===== config.mk =====
export PLATFORM = sky130hd
export DESIGN_NAME = swin_top
export DESIGN_NICKNAME = d
export VERILOG_FILES = /design/src/rtl/swin_pkg.sv /design/src/rtl/swin_fetch.sv /design/src/rtl/swin_array.sv /design/src/rtl/swin_top.sv
export SDC_FILE = /design/constraint.sdc
export NUM_CORES = 1
export LEC_CHECK = 0
export ABC_AREA = 1
export BUFFER_PORTS_ARGS = -buffer_cell sky130_fd_sc_hd__buf_2
export CAP_MARGIN = 25
export CORE_ASPECT_RATIO = 1.75
export CORE_MARGIN = 8
export CORE_UTILIZATION = 50
export DETAILED_ROUTE_END_ITERATION = 6
export PLACE_DENSITY = 0.7
export SLEW_MARGIN = 10
export SYNTH_ARGS = -nofsm -noshare
export SYNTH_HDL_FRONTEND = slang
export SYNTH_HIERARCHICAL = 1
export SYNTH_SLANG_ARGS = --single-unit

===== constraint.sdc =====
create_clock -name clk -period 5.95 [get_ports clk]
set_input_delay 1.19 -clock clk [delete_from_list [all_inputs] [get_ports clk]]
set_output_delay 1.19 -clock clk [all_outputs]
set_load 0.1 [all_outputs]

===== src/rtl/swin_pkg.sv =====
// Shared definitions for the sliding pixel window.
// Assumes pixels are one byte and the largest window is 5x5.
package swin_pkg;
    typedef enum logic {WIN_SMALL = 1'b0, WIN_LARGE = 1'b1} win_mode_e;
    localparam int PIX_W = 8;
endpackage


===== src/rtl/swin_fetch.sv =====
// Background column fetcher: reads the next window column from memory in idle
// cycles, pushing each pixel into the bottom of a column buffer (upward shift).
// Assumes one-cycle memory read latency and that `take` is only asserted when
// col_ready is high.
module swin_fetch
    import swin_pkg::*;
#(
    parameter int ADDR_W = 12,
    parameter int SPAN   = 5,
    parameter int SMALL  = 3
) (
    input  logic                            clk,
    input  logic                            rst_n,
    input  logic                            cfg_load,
    input  logic [ADDR_W-1:0]               cfg_base,
    input  logic [ADDR_W-1:0]               cfg_stride,
    input  logic                            cfg_mode,
    input  logic [ADDR_W-1:0]               cfg_col,
    input  logic                            take,
    input  logic                            mem_idle,
    input  logic [PIX_W-1:0]                mem_rdata,
    output logic                            mem_req,
    output logic [ADDR_W-1:0]               mem_addr,
    output logic [SPAN-1:0][PIX_W-1:0]      col_data,
    output logic                            col_ready,
    output logic                            mode_large
);
    localparam int CNT_W = $clog2(SPAN + 1);

    logic                       active;
    win_mode_e                  mode_q;
    logic [ADDR_W-1:0]          base_q, stride_q, col_q, row_off;
    logic [CNT_W-1:0]           iss_cnt, rcv_cnt, rows_needed;
    logic                       rd_pend;
    logic [SPAN-1:0][PIX_W-1:0] colbuf;

    // Number of rows a column needs in the current mode.
    always_comb rows_needed = (mode_q == WIN_LARGE) ? CNT_W'(SPAN) : CNT_W'(SMALL);

    // Request a read while the column is short of rows and memory is free.
    always_comb begin
        mem_req   = active && mem_idle && (iss_cnt < rows_needed);
        mem_addr  = base_q + col_q + row_off;
        col_ready = active && (rcv_cnt == rows_needed);
        col_data  = colbuf;
        mode_large = (mode_q == WIN_LARGE);
    end

    // Settings, counters and upward-shifting column buffer.
    always_ff @(posedge clk) begin
        if (!rst_n) begin
            active   <= 1'b0;
            mode_q   <= WIN_SMALL;
            base_q   <= '0;
            stride_q <= '0;
            col_q    <= '0;
            row_off  <= '0;
            iss_cnt  <= '0;
            rcv_cnt  <= '0;
            rd_pend  <= 1'b0;
            colbuf   <= '0;
        end else if (cfg_load) begin
            active   <= 1'b1;
            mode_q   <= win_mode_e'(cfg_mode);
            base_q   <= cfg_base;
            stride_q <= cfg_stride;
            col_q    <= cfg_col;
            row_off  <= '0;
            iss_cnt  <= '0;
            rcv_cnt  <= '0;
            rd_pend  <= 1'b0;
            colbuf   <= '0;
        end else if (take) begin
            col_q   <= col_q + 1'b1;
            row_off <= '0;
            iss_cnt <= '0;
            rcv_cnt <= '0;
            rd_pend <= 1'b0;
        end else begin
            if (mem_req) begin
                iss_cnt <= iss_cnt + 1'b1;
                row_off <= row_off + stride_q;
            end
            rd_pend <= mem_req;
            if (rd_pend) begin
                for (int k = 0; k < SPAN - 1; k++) colbuf[k] <= colbuf[k+1];
                colbuf[SPAN-1] <= mem_rdata;
                rcv_cnt <= rcv_cnt + 1'b1;
            end
        end
    end

    // consecutive reads of one column step down by exactly one row pitch.
    p_addr_step_r2: assert property (@(posedge clk) disable iff (!rst_n)
        mem_req && $past(mem_req) && !$past(cfg_load) && !$past(take)
        |-> mem_addr == $past(mem_addr) + stride_q);

    // a complete column issues no further reads.
    p_ready_quiet_r3: assert property (@(posedge clk) disable iff (!rst_n)
        col_ready |-> !mem_req);

    // never more data received than requested.
    p_rcv_bound_r3: assert property (@(posedge clk) disable iff (!rst_n)
        rcv_cnt <= iss_cnt);

    // a ready column stays ready until taken or reconfigured.
    p_ready_hold_r5: assert property (@(posedge clk) disable iff (!rst_n)
        col_ready && !take && !cfg_load |=> col_ready);
endmodule


===== src/rtl/swin_array.sv =====
// Window register array: shifts left one column on command and loads the
// prepared column on the right. Outputs a flat tap bus, zeroing taps that
// lie outside the bottom-right corner in small mode.
// Assumes col_data row k is window row k (top = 0).
module swin_array
    import swin_pkg::*;
#(
    parameter int SPAN  = 5,
    parameter int SMALL = 3
) (
    input  logic                              clk,
    input  logic                              rst_n,
    input  logic                              clear,
    input  logic                              shift,
    input  logic                              mode_large,
    input  logic [SPAN-1:0][PIX_W-1:0]        col_data,
    output logic [SPAN*SPAN*PIX_W-1:0]        taps
);
    logic [SPAN-1:0][SPAN-1:0][PIX_W-1:0] win;

    // Clear on reset or reload, otherwise shift left on command.
    always_ff @(posedge clk) begin
        if (!rst_n || clear) begin
            win <= '0;
        end else if (shift) begin
            for (int r = 0; r < SPAN; r++) begin
                for (int c = 0; c < SPAN - 1; c++) win[r][c] <= win[r][c+1];
                win[r][SPAN-1] <= col_data[r];
            end
        end
    end

    // Tap presentation with corner masking in small mode.
    for (genvar r = 0; r < SPAN; r++) begin : g_row
        for (genvar c = 0; c < SPAN; c++) begin : g_col
            localparam bit IN_CORNER = (r >= SPAN - SMALL) && (c >= SPAN - SMALL);
            if (IN_CORNER) begin : g_live
                assign taps[(r*SPAN+c)*PIX_W +: PIX_W] = win[r][c];
            end else begin : g_masked
                assign taps[(r*SPAN+c)*PIX_W +: PIX_W] = mode_large ? win[r][c] : '0;
            end
        end
    end

    // without a shift or clear the window holds.
    p_hold_r5: assert property (@(posedge clk) disable iff (!rst_n)
        !shift && !clear |=> $stable(win));

    // a shift loads the new column on the right and moves the rest left.
    p_shift_left_r4: assert property (@(posedge clk) disable iff (!rst_n)
        shift && !clear |=> (win[SPAN-1][SPAN-1] == $past(col_data[SPAN-1]))
                          && (win[0][0] == $past(win[0][1])));

    // a clear empties the window.
    p_clear_r9: assert property (@(posedge clk) disable iff (!rst_n)
        clear |=> win == '0);
endmodule


===== src/rtl/swin_top.sv =====
// Self-filling sliding pixel window: joins the background fetcher and the
// window array, accepting a shift only when the next column is complete.
// Assumes the memory returns read data one cycle after mem_req.
module swin_top
    import swin_pkg::*;
#(
    parameter int ADDR_W = 12,
    parameter int SPAN   = 5,
    parameter int SMALL  = 3
) (
    input  logic                        clk,
    input  logic                        rst_n,
    input  logic                        cfg_load,
    input  logic [ADDR_W-1:0]           cfg_base,
    input  logic [ADDR_W-1:0]           cfg_stride,
    input  logic                        cfg_mode,
    input  logic [ADDR_W-1:0]           cfg_col,
    input  logic                        win_shift,
    output logic                        win_stall,
    input  logic                        mem_idle,
    output logic                        mem_req,
    output logic [ADDR_W-1:0]           mem_addr,
    input  logic [PIX_W-1:0]            mem_rdata,
    output logic [SPAN*SPAN*PIX_W-1:0]  taps
);
    logic                       col_ready, take, mode_large;
    logic [SPAN-1:0][PIX_W-1:0] col_data;

    // Accept a shift when the column is ready; stall otherwise.
    always_comb begin
        take      = win_shift && col_ready && !cfg_load;
        win_stall = win_shift && !col_ready;
    end

    swin_fetch #(.ADDR_W(ADDR_W), .SPAN(SPAN), .SMALL(SMALL)) u_fetch (
        .clk(clk), .rst_n(rst_n), .cfg_load(cfg_load), .cfg_base(cfg_base),
        .cfg_stride(cfg_stride), .cfg_mode(cfg_mode), .cfg_col(cfg_col),
        .take(take), .mem_idle(mem_idle), .mem_rdata(mem_rdata),
        .mem_req(mem_req), .mem_addr(mem_addr), .col_data(col_data),
        .col_ready(col_ready), .mode_large(mode_large)
    );

    swin_array #(.SPAN(SPAN), .SMALL(SMALL)) u_array (
        .clk(clk), .rst_n(rst_n), .clear(cfg_load), .shift(take),
        .mode_large(mode_large), .col_data(col_data), .taps(taps)
    );

    // background reads only in memory-idle cycles.
    p_req_idle_r2: assert property (@(posedge clk) disable iff (!rst_n)
        mem_req |-> mem_idle);

    // outputs quiet in the first cycle after reset.
    p_reset_quiet_r1: assert property (@(posedge clk)
        !rst_n |=> !mem_req && taps == '0);
endmodule


==> insert_results.sql <==
INSERT INTO impl_metrics (metric_group, metric, value, unit) VALUES
('sta', 'layout_setup_ws', '1449', 'ps'),
('synth', 'synth_cells', '1914', ''),
('floorplanning', 'fp.dieH', '237.4', 'um'),
('detailed_routing', 'ant_nets', '0', ''),
('critical_path', 'arrival', '3310', 'ps'),
('cells_and_area', 'nFillCells', '2809', ''),
('place', 'routabilityCongestion', '0.9771', ''),
('global_route', 'grt-busiest-layer', 'met2', ''),
('critical_path', 'crit_buf_inv', '4', ''),
('global_route', 'grt_antenna_before_repair', '2', ''),
('floorplanning', 'ios', '264', ''),
('run_status', 'outcome', 'completed', ''),
('critical_path', 'setup.worst_path.start_class', 'register', ''),
('cells_and_area', 'drive_above_1_share', '17.88', '%'),
('sta', 'fin_tns_setup', '0', 'ps'),
('synth', 'synth_top_cell_by_area', 'sky130_fd_sc_hd__dfxtp_1', ''),
('global_route', 'gr-usage-met3', '4.178', '%'),
('global_route', 'grt_max_degree', '140', ''),
('worst_hold_path', 'hp_class', 'register to register', ''),
('critical_path', 'worst_r2r_path_depth', '11', ''),
('sta', 'timing_worst_slew_pin_value', '1025', 'ps'),
('cells_and_area', 'layout_common_cells', 'sky130_fd_sc_hd__nand2_1 (629), sky130_fd_sc_hd__dfxtp_1 (296), sky130_fd_sc_hd__buf_2 (263)', ''),
('sta', 'clock_skew', '7.806', 'ps'),
('critical_path', 'crit-reg2reg-launch', 'u_fetch/mode_large', ''),
('sta', 'min_period_over_period', '75.64', '%'),
('critical_path', 'r2r-end', 'u_fetch/col_data[22]', ''),
('cells_and_area', 'area_delta_synth_final', '10.21', '%'),
('critical_path', 'critical_path.startpoint', 'u_fetch/col_q[0]', ''),
('cells_and_area', 'fin_nets', '2128', ''),
('floorplanning', 'die_area', '0.03383', 'mm^2'),
('power', 'p_leak', '7.471', 'nW'),
('critical_path', 'worst_ep_required_time', '4760', 'ps'),
('place', 'placed_instance_area', '0.01448', 'mm^2'),
('synth', 'yosysWarnings', '6', ''),
('critical_path', 'reg2reg_slack', '2630', 'ps'),
('sta', 'period_needed', '4501', 'ps'),
('synth', 'ys_seq_area_share', '42.46', '%'),
('critical_path', 'worst_path_largest_cell_delay', '450', 'ps'),
('cts', 'cts_setup_buffers', '0', ''),
('critical_path', 'critical_path.cell_chain', 'inv_1, fa_1, inv_1, ha_1, inv_1, fa_1, o21ai_0, nand4_1, nand2_1, xor2_1, buf_2', ''),
('worst_hold_path', 'min_to', 'u_array/win[46]', ''),
('detailed_routing', 'drc', '0', ''),
('global_route', 'use_met2', '38.08', '%'),
('floorplanning', 'core_region_area', '0.02777', 'mm^2'),
('cts', 'worst_setup_hold_path_clk_slew', '60', 'ps'),
('cts', 'cts_tree', 'built', ''),
('global_route', 'wire_length_of_the_first_global_routing_pass', '58600', 'um'),
('detailed_routing', 'totalWireLength', '36880', 'um'),
('synth', 'netlist-cell-type-count', '34', ''),
('sta', 'report.final.slew_viol_count', '0', ''),
('cells_and_area', 'final_cell_area', '0.01543', 'mm^2'),
('power', 'peakVddDrop', '0.2311', 'mV'),
('sta', 'timing.final.hold_violations', '0', ''),
('synth', 'synth_largest_type_area_fraction', '42.46', '%'),
('cts', 'cts-root-buf', 'sky130_fd_sc_hd__clkbuf_16', ''),
('detailed_routing', 'drt_iter0_markers', '731', ''),
('critical_path', 'critical-path-top-cell-by-count', 'sky130_fd_sc_hd__inv_1', ''),
('synth', 'postSynthNetCount', '2003', ''),
('critical_path', 'worstSetupPathType', 'register to output port', ''),
('global_route', 'first_global_vias', '11570', ''),
('sta', 'rsz_0062_raised_after_global_routing', 'false', ''),
('place', 'dp.final_hpwl', '25970', 'um'),
('detailed_routing', 'detailedRoute.firstPassIterationCount', '6', ''),
('sta', 'timing.max_slew.rel_slack', '31.67', '%'),
('cts', 'cts.sink_count', '297', ''),
('power', 'power_density', '270.1', 'mW/mm^2'),
('floorplanning', 'fp-row-count', '81', ''),
('synth', 'synth-adder-area-share', '4.181', '%'),
('global_route', 'globalRouteMet1Util', '22.94', '%'),
('worst_hold_path', 'hold_start', 'u_array/win[46]', ''),
('floorplanning', 'floorplan.die.width', '142.5', 'um');
## metal layers
layer / vias up / wire [um]
met1: 5566 / 13920
met3: 84 / 2300
met2: 331 / 18890
met4: 2 / 1749
met5: - / 13
li1: 6103 / -
## synth_stat cells
library cell               number
sky130_fd_sc_hd__nand3b_1       2
sky130_fd_sc_hd__nand4_1        7
sky130_fd_sc_hd__o211ai_1       1
sky130_fd_sc_hd__buf_4         72
sky130_fd_sc_hd__nor2_4         3
sky130_fd_sc_hd__xnor2_1       10
sky130_fd_sc_hd__buf_2         43
sky130_fd_sc_hd__a21oi_2       39
sky130_fd_sc_hd__ha_1          26
sky130_fd_sc_hd__a21o_1         1
sky130_fd_sc_hd__dfxtp_1      297
sky130_fd_sc_hd__o21bai_1       3
sky130_fd_sc_hd__a21oi_1      199
sky130_fd_sc_hd__o21ai_1        4
sky130_fd_sc_hd__a31oi_1        3
sky130_fd_sc_hd__nor2_1       158
sky130_fd_sc_hd__buf_8         20
sky130_fd_sc_hd__fa_1          13
sky130_fd_sc_hd__a211oi_1       1
sky130_fd_sc_hd__a22oi_1        6
sky130_fd_sc_hd__clkinv_1       1
sky130_fd_sc_hd__o21ai_0       81
sky130_fd_sc_hd__xor2_1        11
sky130_fd_sc_hd__nand2_1      630
sky130_fd_sc_hd__or2_2          3
sky130_fd_sc_hd__nand3_1       28
sky130_fd_sc_hd__clkbuf_2       2
sky130_fd_sc_hd__buf_6         25
sky130_fd_sc_hd__nor3_1         5
sky130_fd_sc_hd__clkbuf_1      16
sky130_fd_sc_hd__inv_2          5
sky130_fd_sc_hd__o21a_1         1
sky130_fd_sc_hd__nor2_2         1
sky130_fd_sc_hd__inv_1        197
## worst register-to-register path, delay by kind of cell, from the launching register on
kind                   cells  cell delay, ps
AO/OA/AOI/OAI              3             390
AND/OR/NAND/NOR            5             980
flip-flops                 1             610
buffers and inverters      3            1260
## sequential cells by signal (all words and copies together), names as in the netlist, 3 cells and up
name,cells
u_fetch/col_data,40
u_fetch/iss_cnt,3
u_fetch/base_q,12
u_array/win,128
u_fetch/stride_q,12
u_fetch/row_off,12
u_array/taps,72
u_fetch/col_q,12
u_fetch/rcv_cnt,3
## final cells by class
type / instances / area [um^2] / area share [%]
flip-flops and latches: 297 / 5949 / 38.55
multi-input cells: 1236 / 5909 / 38.29
repair buffers: 273 / 1444 / 9.355
clock buffers: 43 / 838.3 / 5.431
inverters: 203 / 767.0 / 4.969
well taps: 373 / 466.7 / 3.024
clock inverters: 6 / 57.56 / 0.3729
diodes: 1 / 2.502 / 0.01621
## per-stage QoR
step,hold WS [ps],util [%],cells
finish,461.8,55.58,2432
global route,483.2,55.58,2432
CTS,462.6,55.38,2429
detailed placement,452.8,52.15,2380
global placement,449.2,52.15,2380
floorplan,439.2,-,1914
## power breakdown
group	leakage, nW	switching, W	internal [W]
Sequential	2.40	0.0000284	0.00201
Combinational	4.63	0.000292	0.0000856
Clock	0.440	0.000745	0.00101
## kinds of logic after synthesis
family                     after synthesis
AOI/OAI and AO/OA                      339
adders and majority gates               39
DFF                                    297
xor gates and xnor gates                21
buffers and inverters                  381
and+or+nand+nor                        837
## how the worst max path moves through the flow
stage | endpoint | slack (ps) | cells past startpoint
after CTS | mem_addr[9] | 1450 | 11
after global routing | mem_addr[9] | 1210 | 11
after detailed placement | mem_req | 1980 | 6
after global placement | mem_req | 2010 | 6
after floorplan | mem_addr[9] | 1400 | 8
final | mem_addr[9] | 1450 | 11
No activity file was read; power rests on OpenSTA's default activity.
